**src/rtl/dbr_pkg.sv**
```systemverilog
package dbr_pkg;
  localparam int ADDR_W = 8;
  localparam int DATA_W = 32;
  localparam int ID_W   = 16;
  localparam int VEC_W  = 8;

  localparam logic [ADDR_W-1:0] OFS_MASK = 8'h00;
  localparam logic [ADDR_W-1:0] OFS_STAT = 8'h04;
  localparam logic [ADDR_W-1:0] OFS_POS  = 8'h08;
  localparam logic [ADDR_W-1:0] OFS_BELL = 8'h0C;

  // writes ignore the byte-lane bits
  function automatic logic [ADDR_W-1:0] word_addr(input logic [ADDR_W-1:0] a);
    return a & 8'hFC;
  endfunction
endpackage

```
**src/rtl/dbr_status_unit.sv**
```systemverilog
module dbr_status_unit
  import dbr_pkg::*;
(
  input  logic              clk_i,
  input  logic              rst_ni,
  input  logic              mask_we_i,
  input  logic              stat_we_i,
  input  logic              stat_rd_i,
  input  logic [DATA_W-1:0] wdata_i,
  input  logic              set_valid_i,
  input  logic [VEC_W-1:0]  set_byte_i,
  output logic [DATA_W-1:0] mask_o,
  output logic [DATA_W-1:0] stat_o,
  output logic              irq_o
);
  logic [DATA_W-1:0] mask_q, stat_q, stat_d;

  // mask survives reset by intent
  always_ff @(posedge clk_i) begin
    if (mask_we_i) mask_q <= wdata_i;
  end

  always_comb begin
    stat_d = stat_q;
    if (set_valid_i)    stat_d = {{(DATA_W-VEC_W){1'b0}}, set_byte_i};
    else if (stat_we_i) stat_d = wdata_i;
    else if (stat_rd_i) stat_d = '0;
  end

  always_ff @(posedge clk_i or negedge rst_ni) begin
    if (!rst_ni) stat_q <= '0;
    else         stat_q <= stat_d;
  end

  assign mask_o = mask_q;
  assign stat_o = stat_q;
  assign irq_o  = |(stat_q & mask_q);

  p_clear_on_read_r2: assert property (@(posedge clk_i) disable iff (!rst_ni)
    (stat_rd_i && !set_valid_i && !stat_we_i) |=> (stat_o == '0 && !irq_o));

  p_set_wins_r12: assert property (@(posedge clk_i) disable iff (!rst_ni)
    set_valid_i |=> stat_o == {{(DATA_W-VEC_W){1'b0}}, $past(set_byte_i)});
endmodule

```
**src/rtl/dbr_bell_unit.sv**
```systemverilog
module dbr_bell_unit
  import dbr_pkg::*;
#(
  parameter int NUM_PEERS = 4,
  parameter int CNT_W     = 8
) (
  input  logic                       clk_i,
  input  logic                       rst_ni,
  input  logic                       bell_we_i,
  input  logic [ID_W-1:0]            dest_i,
  input  logic [VEC_W-1:0]           vec_i,
  input  logic [ID_W-1:0]            max_peer_i,
  input  logic [NUM_PEERS*CNT_W-1:0] peer_vec_cnt_i,
  output logic                       notify_o,
  output logic [ID_W-1:0]            notify_peer_o,
  output logic [VEC_W-1:0]           notify_vec_o
);
  localparam int IDX_W = (NUM_PEERS > 1) ? $clog2(NUM_PEERS) : 1;
  localparam logic [ID_W-1:0] PEERS_L = ID_W'(NUM_PEERS);

  logic [CNT_W-1:0] cnt_arr [NUM_PEERS];
  for (genvar p = 0; p < NUM_PEERS; p++) begin : g_cnt
    assign cnt_arr[p] = peer_vec_cnt_i[p*CNT_W +: CNT_W];
  end

  logic             peer_ok, vec_ok, accept;
  logic [IDX_W-1:0] idx;
  logic [CNT_W-1:0] cnt_sel;

  assign idx     = dest_i[IDX_W-1:0];
  assign peer_ok = (dest_i <= max_peer_i) && (dest_i < PEERS_L);
  assign cnt_sel = peer_ok ? cnt_arr[idx] : '0;
  assign vec_ok  = 32'(vec_i) < 32'(cnt_sel);
  assign accept  = bell_we_i && peer_ok && vec_ok;

  always_ff @(posedge clk_i or negedge rst_ni) begin
    if (!rst_ni) begin
      notify_o      <= 1'b0;
      notify_peer_o <= '0;
      notify_vec_o  <= '0;
    end else begin
      notify_o <= accept;
      if (accept) begin
        notify_peer_o <= dest_i;
        notify_vec_o  <= vec_i;
      end
    end
  end

  p_drop_peer_r10: assert property (@(posedge clk_i) disable iff (!rst_ni)
    (bell_we_i && dest_i > max_peer_i) |=> !notify_o);

  p_drop_vec_r11: assert property (@(posedge clk_i) disable iff (!rst_ni)
    (bell_we_i && dest_i < PEERS_L && 32'(vec_i) >= 32'(cnt_arr[idx])) |=> !notify_o);
endmodule

```
**src/rtl/dbr_regs.sv**
```systemverilog
module dbr_regs
  import dbr_pkg::*;
#(
  parameter int NUM_PEERS = 4,
  parameter int CNT_W     = 8
) (
  input  logic                       clk_i,
  input  logic                       rst_ni,
  input  logic [ADDR_W-1:0]          addr_i,
  input  logic                       we_i,
  input  logic                       re_i,
  input  logic [DATA_W-1:0]          wdata_i,
  output logic [DATA_W-1:0]          rdata_o,
  input  logic                       set_valid_i,
  input  logic [VEC_W-1:0]           set_byte_i,
  input  logic [ID_W-1:0]            own_id_i,
  input  logic                       mapped_i,
  input  logic [ID_W-1:0]            max_peer_i,
  input  logic [NUM_PEERS*CNT_W-1:0] peer_vec_cnt_i,
  output logic                       irq_o,
  output logic                       notify_o,
  output logic [ID_W-1:0]            notify_peer_o,
  output logic [VEC_W-1:0]           notify_vec_o
);
  logic [ADDR_W-1:0] waddr;
  logic              mask_we, stat_we, bell_we, stat_rd;
  logic [DATA_W-1:0] mask_q, stat_q;

  assign waddr   = word_addr(addr_i);
  assign mask_we = we_i && (waddr == OFS_MASK);
  assign stat_we = we_i && (waddr == OFS_STAT);
  assign bell_we = we_i && (waddr == OFS_BELL);
  assign stat_rd = re_i && (addr_i == OFS_STAT);

  dbr_status_unit u_stat (
    .clk_i       (clk_i),
    .rst_ni      (rst_ni),
    .mask_we_i   (mask_we),
    .stat_we_i   (stat_we),
    .stat_rd_i   (stat_rd),
    .wdata_i     (wdata_i),
    .set_valid_i (set_valid_i),
    .set_byte_i  (set_byte_i),
    .mask_o      (mask_q),
    .stat_o      (stat_q),
    .irq_o       (irq_o)
  );

  dbr_bell_unit #(.NUM_PEERS(NUM_PEERS), .CNT_W(CNT_W)) u_bell (
    .clk_i          (clk_i),
    .rst_ni         (rst_ni),
    .bell_we_i      (bell_we),
    .dest_i         (wdata_i[31:16]),
    .vec_i          (wdata_i[7:0]),
    .max_peer_i     (max_peer_i),
    .peer_vec_cnt_i (peer_vec_cnt_i),
    .notify_o       (notify_o),
    .notify_peer_o  (notify_peer_o),
    .notify_vec_o   (notify_vec_o)
  );

  // reads decode the full byte address
  always_comb begin
    rdata_o = '0;
    if (re_i) begin
      unique case (addr_i)
        OFS_MASK: rdata_o = mask_q;
        OFS_STAT: rdata_o = stat_q;
        OFS_POS:  rdata_o = mapped_i ? {{(DATA_W-ID_W){1'b0}}, own_id_i} : '1;
        default:  rdata_o = '0;
      endcase
    end
  end

  p_notify_from_write_r9: assert property (@(posedge clk_i) disable iff (!rst_ni)
    notify_o |-> $past(we_i && word_addr(addr_i) == OFS_BELL));
endmodule

```
**config.mk**
```make
export PLATFORM = sky130hd
export DESIGN_NAME = dbr_regs
export DESIGN_NICKNAME = d
export VERILOG_FILES = /design/src/rtl/dbr_pkg.sv /design/src/rtl/dbr_status_unit.sv /design/src/rtl/dbr_bell_unit.sv /design/src/rtl/dbr_regs.sv
export SDC_FILE = /design/constraint.sdc
export NUM_CORES = 1
export LEC_CHECK = 0
export ABC_AREA = 1
export BUFFER_PORTS_ARGS = -buffer_cell sky130_fd_sc_hd__buf_2
export CAP_MARGIN = 40
export CELL_PAD_IN_SITES_DETAIL_PLACEMENT = 1
export CELL_PAD_IN_SITES_GLOBAL_PLACEMENT = 1
export CORE_UTILIZATION = 34
export CTS_CLUSTER_SIZE = 28
export DETAILED_ROUTE_END_ITERATION = 6
export GPL_ROUTABILITY_DRIVEN = 1
export HOLD_SLACK_MARGIN = 0.12
export PLACE_DENSITY = 0.82
export SLEW_MARGIN = 20
export SYNTH_ARGS = -nofsm -noshare
export SYNTH_HDL_FRONTEND = slang
export SYNTH_HIERARCHICAL = 1
export SYNTH_SLANG_ARGS = --single-unit
```
**constraint.sdc**
```tcl
create_clock -name clk_i -period 0.8 [get_ports clk_i]
set_input_delay 0.04 -clock clk_i [delete_from_list [all_inputs] [get_ports clk_i]]
set_output_delay 0.04 -clock clk_i [all_outputs]
set_load 0.02 [all_outputs]
```
# ---- After elaboration in Yosys (flattened, before gate mapping)
# Cells that the tools add are included.
dict set report word_totals {
  latchBits 0
  in_bits 118
  ram_bits 0
  romBits 0
  regBits 89
  mem_count 0
  output_inout_bits 58
  word_cells 36
}
dict set report classes {
  mul 0
  muxes 10
  bitwise 2
  n_reduce_logical 11
  div_mod_pow 0
  n_addsub 0
  n_lt_le_gt_ge 4
  n_eq_ne 4
  n_shift 0
}
# op n
set ops {}
lappend ops {{two-way mux 32 bit} 5}
lappend ops {{one-hot mux 32 bit (3 select lines)} 1}
lappend ops {{AND 32 bit} 1}
lappend ops {{OR reduction 32 bit} 1}
lappend ops {{two-way mux 8 bit} 3}
lappend ops {{binary-select mux 8 bit (select 2 bit)} 1}
lappend ops {{less-or-equal comparator 16 bit} 1}
lappend ops {{logical NOT 8 bit} 2}
lappend ops {{less-than comparator 16 x 3 -> 1 bit (second input constant)} 1}
lappend ops {{equality test 8 x 3 -> 1 bit (second input constant)} 1}
lappend ops {{equality test 8 x 4 -> 1 bit (second input constant)} 1}
lappend ops {{less-than comparator 8 bit} 1}
lappend ops {{logical AND 1 bit} 7}
lappend ops {{equality test 6 x 1 -> 1 bit (second input constant)} 1}
lappend ops {{equality test 6 x 2 -> 1 bit (second input constant)} 1}
lappend ops {{>= comparator 3 bit (second input constant)} 1}
lappend ops {{NOT 2 -> 3 bit} 1}
lappend ops {{nonzero test 3 bit} 1}

# ---- Depth between registers and ports, before layout
dict set report logic_depth {
  ltp_word 7
  ltp_mapped 24
  ltp_nobuf 21
}

# ---- By module
# Netlist, hierarchy kept.
# module seq_area_each_um2 n_inst cells_per_inst area_each_um2
set by_module_without_submodules {}
lappend by_module_without_submodules {dbr_status_unit 1761.7 1 244 2541.2}
lappend by_module_without_submodules {dbr_bell_unit 625.6 1 259 2021.9}
lappend by_module_without_submodules {dbr_regs 0.0 1 234 1132.3}

# ---- Worst setup path before layout
# OpenSTA, ideal clock, no wires.
dict set report synth_path {
  path_type {input to register}
  startpoint {input port addr_i[7]}
  endpoint {register u_stat.mask_q[0], in the netlist u_stat/mask_o[0] (enable)}
  required_time_ps 339
  setup_slack_ps -2539
  arrival_ps 2878
  n_path_buf 1
  path_stages 6
  setup_time_ps 461
  cell_sequence {nor2_1 nand2_2 clkinv_2 buf_2 nand2_1 nor3_1}
}
dict set report synth_between {
  elab_chain_cells 2
}
# element line
set synth_rtl {}
lappend synth_rtl {{start: declaration} dbr_regs.sv:9} ;# input logic [ADDR_W-1:0] addr_i,
lappend synth_rtl {{logical NOT 8 bit} dbr_regs.sv:30} ;# assign mask_we = we_i && (waddr == OFS_MASK);
lappend synth_rtl {{logical AND 1 bit} dbr_regs.sv:30}
lappend synth_rtl {{net mask_we} dbr_regs.sv:26} ;# logic mask_we, stat_we, bell_we, stat_rd;
lappend synth_rtl {{end signal: assignment} dbr_status_unit.sv:20} ;# if (mask_we_i) mask_q <= wdata_i;
lappend synth_rtl {{end: declaration} dbr_status_unit.sv:16} ;# logic [DATA_W-1:0] mask_q, stat_q, stat_d;
# The timed path passes the listed nets, and every way through them passes these cells.
# A chain may end at the register's enable or synchronous reset.

# ---- Worst setup path in the final report
dict set report layout_path {
  startpoint {input port max_peer_i[15]}
  endpoint {register u_bell.notify_peer_o[13]}
}
dict set report layout_between {
  elab_chain_cells 5
  elab_cells_between_ends 6
  cone_classes {order compare: 2; mux: 1; reduce/logical: 3}
}
# element line
set layout_rtl {}
lappend layout_rtl {{start: declaration} dbr_regs.sv:18} ;# input logic [ID_W-1:0] max_peer_i,
lappend layout_rtl {{less-or-equal comparator 16 bit (*)} dbr_bell_unit.sv:31} ;# assign peer_ok = (dest_i <= max_peer_i) && (dest_i < PEERS_L);
lappend layout_rtl {{logical AND 1 bit (*)} dbr_bell_unit.sv:31}
lappend layout_rtl {{two-way mux 8 bit} dbr_bell_unit.sv:32} ;# assign cnt_sel = peer_ok ? cnt_arr[idx] : '0;
lappend layout_rtl {{less-than comparator 8 bit} dbr_bell_unit.sv:33} ;# assign vec_ok = 32'(vec_i) < 32'(cnt_sel);
lappend layout_rtl {{logical AND 1 bit (*)} dbr_bell_unit.sv:34} ;# assign accept = bell_we_i && peer_ok && vec_ok;
lappend layout_rtl {{end signal: assignment} dbr_bell_unit.sv:44} ;# notify_peer_o <= dest_i;
lappend layout_rtl {{end: declaration} dbr_bell_unit.sv:15} ;# output logic [ID_W-1:0] notify_peer_o,
# Every way passes the cells marked *; elsewhere a longest branch is shown, timed or not.

==> flow_summary.rst <==
.. list-table::
   :header-rows: 1

   * - Metric
     - Value
   * - Final clock period utilization by the worst path
     - 3.387
   * - Proportion of synthesized chip area in sequential cells
     - 0.4192
   * - End of the worst register-to-register path
     - u_bell/notify_vec_o[3]
   * - Post-synth top area cell
     - sky130_fd_sc_hd__dfrtp_1
   * - CP startpoint kind
     - primary input
   * - Clock period minus worst slack
     - 2.710 ns
   * - Min-delay worst type
     - in2reg
   * - Data arrival time of the worst path
     - 2.98 ns
   * - Worst hold path stage count
     - 3
   * - Clk sinks
     - 89
   * - Via count of the first global-routing pass
     - 8,304
   * - Placed Instances
     - 1,211
   * - Core region area
     - 0.01612 mm^2
   * - Cells taking the most area after synthesis
     - sky130_fd_sc_hd__dfrtp_1, sky130_fd_sc_hd__edfxtp_1, sky130_fd_sc_hd__nand2_1
   * - Avg Cell Area, Syn
     - 7.728 um^2
   * - Final weighted congestion of routability-driven global placement
     - 0.8452
   * - Failing checks
     - negative setup slack
   * - Sort of element at the end of the critical path
     - flop
   * - Worst slew slack as a fraction of its limit
     - 0.6436
   * - Synthesized-area fraction occupied by adder cells
     - 0.05053
   * - XOR/XNOR share of the synthesized area
     - 0
   * - Highest net fanout along the worst path
     - 5
   * - Total standard cell area after synthesis
     - 0.005695 mm^2
   * - GRT Residual Overflow
     - 0
   * - # Max-Cap Violations
     - 0
   * - Number of library cell types mapped by synthesis
     - 37
   * - Final Instance Count excl. Fillers
     - 1,352
   * - Ports placed on the boundary
     - 176
   * - Startpoint of the most critical hold path
     - wdata_i[20]
   * - Largest family of logic cells by synthesized area
     - simple AND/OR/NAND/NOR gates
   * - Power after layout
     - 12.78 mW
   * - CTS root buffer
     - sky130_fd_sc_hd__clkbuf_16
   * - Type of the setup path with the least slack
     - in2reg
   * - Total clock buffers created by CTS
     - 9
   * - CP Launch Point
     - max_peer_i[15]
   * - Detail-routed via count per cell
     - 6.277
   * - Post-Route Utilization
     - 0.7203
   * - Hold_buf cts
     - 40
   * - Area fraction of the dominant cell type after synthesis
     - 0.2504
   * - Yosys reg bits
     - 89
   * - Number of antenna-violating nets in the routed design
     - 0
   * - Syn-to-layout area delta
     - 103.8%
   * - DRC violations left
     - 0
   * - Power Density
     - 1101 mW/mm^2
   * - Total die area
     - 0.01727 mm^2
   * - Simple-gate area share of the yosys netlist
     - 0.3816
   * - Initial antenna violation count
     - 3
   * - F_max
     - 0.3690 GHz
   * - Destination of the worst hold path
     - u_stat/mask_o[20]
   * - # nets final
     - 1,270
   * - Maximum clock insertion buffer count
     - 2
   * - Multiplexer share of the synthesized area
     - 0
   * - Overall fraction of global-route tracks in use
     - 0.3902
   * - Fraction of the mapped netlist area in compound gates
     - 0.04965
   * - Number of hold-slack violations in the final timing report
     - 0
   * - Final worst hold slack
     - 0.1217 ns
   * - Average routed wire per standard cell
     - 33.13 um
   * - Port Buffers
     - 175
   * - Row count
     - 46
   * - Worst-Skew Late Latency
     - 0.37 ns
   * - Maximum number of pins on one net before global-route repair
     - 58
   * - Synthesized instance count
     - 737
   * - TritonCTS clock tree
     - built
   * - Clock transition at path regs
     - 0.08 ns
   * - Final-report setup violation count
     - 153
   * - Slew at the pin with the worst max-slew slack
     - 0.5297 ns
   * - Setup slack on the worst flop-to-flop path
     - -0.41 ns
   * - Post-DP HPWL
     - 15,680 um
   * - DRC marker count from the first detailed-route iteration
     - 768
   * - Leakage power
     - 5.881 nW
   * - H-tree depth reported by CTS
     - 3
   * - Aggregate routed wire length
     - 44,790 um
   * - Fraction of layout instances using a drive strength above 1
     - 0.6693
   * - Final clock skew
     - 0 ns
   * - Number of warnings printed during yosys synthesis
     - 6
   * - Final Max Slew Viols
     - 0
   * - Vias
     - 8,486
   * - Setup_tns
     - -95.23 ns
   * - Net count of the mapped netlist
     - 878
   * - Final WS setup
     - -1.910 ns
   * - Reg2Reg Depth
     - 4
   * - Die span in y
     - 131.4 um
   * - Outcome
     - complete, but fails checks
   * - First-pass GRT wire length
     - 50,740 um
   * - Total iterations of the first detailed-routing run
     - 6
   * - Max VDD drop
     - 984.5 uV
   * - Die Width
     - 131.4 um
   * - Required time at the worst-slack endpoint
     - 1.07 ns
   * - Setup repair after global routing missed its margin
     - true
   * - R2R Path Start
     - u_bell/notify_vec_o[3]
   * - Effective utilization at floorplan
     - 0.3534
-- cell type report --
class | instances | area (um^2)
well taps | 216 | 270.3
clock inverters | 7 | 77.57
inverters | 81 | 345.3
diodes | 2 | 5.005
flip-flops and latches | 89 | 2389
repair buffers | 417 | 3999
clock buffers | 9 | 225.2
fillers | 1699 | 4507
multi-input cells | 531 | 4298
-- cell usage in the layout, fill, tap and decap left out, types with 21 or more instances in the layout --
cell type	Yosys	routed
sky130_fd_sc_hd__nand2_1	222	91
sky130_fd_sc_hd__buf_12	1	22
sky130_fd_sc_hd__buf_6	9	132
sky130_fd_sc_hd__buf_4	5	108
sky130_fd_sc_hd__buf_2	13	97
sky130_fd_sc_hd__nand2_4	0	44
sky130_fd_sc_hd__nor2_2	1	21
sky130_fd_sc_hd__inv_2	3	32
sky130_fd_sc_hd__nand2_2	7	93
sky130_fd_sc_hd__nand3_1	115	44
sky130_fd_sc_hd__nor2_1	57	21
sky130_fd_sc_hd__nand3_2	3	61
sky130_fd_sc_hd__edfxtp_1	32	32
sky130_fd_sc_hd__dfrtp_1	57	56
sky130_fd_sc_hd__dlygate4sd3_1	0	35
sky130_fd_sc_hd__inv_1	76	37
sky130_fd_sc_hd__nor2_4	13	29
-- cells by family after synthesis --
logic type	after synthesis
AO/OA/AOI/OAI	44
buffers and inverters	117
AND/OR/NAND/NOR	464
flip-flops	89
adder cells (fa/ha/maj)	23
-- worst max-delay path by stage --
stage / depth (start not counted) / to
finish: 19 / u_bell/notify_peer_o[13]
global placement: 18 / u_bell/notify_peer_o[3]
detailed placement: 17 / u_bell/notify_peer_o[11]
global route: 19 / u_bell/notify_peer_o[12]
floorplan: 24 / u_bell/notify_peer_o[10]
CTS: 18 / u_bell/notify_peer_o[8]
-- Yosys cell counts --
| cell | number |
|---|---|
| sky130_fd_sc_hd__o21bai_1 | 10 |
| sky130_fd_sc_hd__nor4_1 | 2 |
| sky130_fd_sc_hd__and3_1 | 1 |
| sky130_fd_sc_hd__nor3_4 | 2 |
| sky130_fd_sc_hd__nand4_1 | 12 |
| sky130_fd_sc_hd__buf_1 | 3 |
| sky130_fd_sc_hd__buf_4 | 5 |
| sky130_fd_sc_hd__nor2_2 | 1 |
| sky130_fd_sc_hd__ha_1 | 23 |
| sky130_fd_sc_hd__dfrtp_1 | 57 |
| sky130_fd_sc_hd__o22ai_1 | 7 |
| sky130_fd_sc_hd__o21ai_0 | 14 |
| sky130_fd_sc_hd__nand3b_1 | 1 |
| sky130_fd_sc_hd__a21oi_1 | 8 |
| sky130_fd_sc_hd__o2111ai_1 | 1 |
| sky130_fd_sc_hd__nand2_1 | 222 |
| sky130_fd_sc_hd__nor3_1 | 4 |
| sky130_fd_sc_hd__nand3_1 | 115 |
| sky130_fd_sc_hd__or2_2 | 16 |
| sky130_fd_sc_hd__nand3_2 | 3 |
| sky130_fd_sc_hd__a21oi_4 | 2 |
| sky130_fd_sc_hd__nor2_4 | 13 |
| sky130_fd_sc_hd__edfxtp_1 | 32 |
| sky130_fd_sc_hd__nor3b_1 | 7 |
| sky130_fd_sc_hd__clkinv_2 | 1 |
| sky130_fd_sc_hd__inv_1 | 76 |
| sky130_fd_sc_hd__nor2_1 | 57 |
| sky130_fd_sc_hd__buf_2 | 13 |
| sky130_fd_sc_hd__buf_6 | 9 |
| sky130_fd_sc_hd__o21ai_1 | 1 |
| sky130_fd_sc_hd__nand2_2 | 7 |
| sky130_fd_sc_hd__clkbuf_1 | 5 |
| sky130_fd_sc_hd__nand3_4 | 1 |
| sky130_fd_sc_hd__a21o_1 | 1 |
| sky130_fd_sc_hd__inv_6 | 1 |
| sky130_fd_sc_hd__inv_2 | 3 |
| sky130_fd_sc_hd__buf_12 | 1 |
-- report_power, final --
group / switching, mW / total [mW] / internal (mW)
Clock: 2.45 / 4.93 / 2.47
Combinational: 1.67 / 3.02 / 1.35
Sequential: 0.0677 / 4.84 / 4.77
-- metrics by stage --
step	worst slack, ns	area [um^2]
after floorplan	-1.691	6041
after global placement	-1.782	7904
after detailed placement	-1.961	7904
after CTS	-1.503	10370
after global routing	-1.966	11610
final	-1.910	11610
-- state kept, by name, indices dropped and copies added (netlist names) --
register and flops:
u_bell/notify_peer_o 16, u_stat/stat_o 32, u_stat/mask_o 32, u_bell/notify_vec_o 8
u_bell/notify_o 1
-- worst max-delay path: stages --
cell and delay (ns):
sky130_fd_sc_hd__buf_2 0.11, sky130_fd_sc_hd__inv_1 0.10, sky130_fd_sc_hd__ha_4 0.22, sky130_fd_sc_hd__a21oi_2 0.17
sky130_fd_sc_hd__o21ai_1 0.13, sky130_fd_sc_hd__a21oi_2 0.19, sky130_fd_sc_hd__nand2_4 0.09, sky130_fd_sc_hd__a21oi_4 0.24
sky130_fd_sc_hd__buf_6 0.14, sky130_fd_sc_hd__nand2_4 0.05, sky130_fd_sc_hd__ha_4 0.23, sky130_fd_sc_hd__a21oi_2 0.15
sky130_fd_sc_hd__nor2_2 0.06, sky130_fd_sc_hd__nor3_2 0.29, sky130_fd_sc_hd__nand3_2 0.20, sky130_fd_sc_hd__nor2_4 0.27
sky130_fd_sc_hd__buf_6 0.15, sky130_fd_sc_hd__buf_6 0.10, sky130_fd_sc_hd__nor2_2 0.05
-- metal layers --
metal  GRT usage  part of all wire  wire length [um]  up-vias
li1            -                 -                 -     3183
met4      0.2571             0.090              4031        2
met5           0           0.00029                13        -
met2      0.6808              0.46             20640      873
met3     0.08796              0.11              4925      349
met1      0.4232              0.34             15180     4079
-- timing repair --
action,CTS,global route
cloned,11,4
endpoints found under the hold margin,121,1
setup endpoints to repair,147,154
setup buffers,55,53
pin swaps,76,61
resized for setup,298,292
Power figures use the tool's default switching activity.
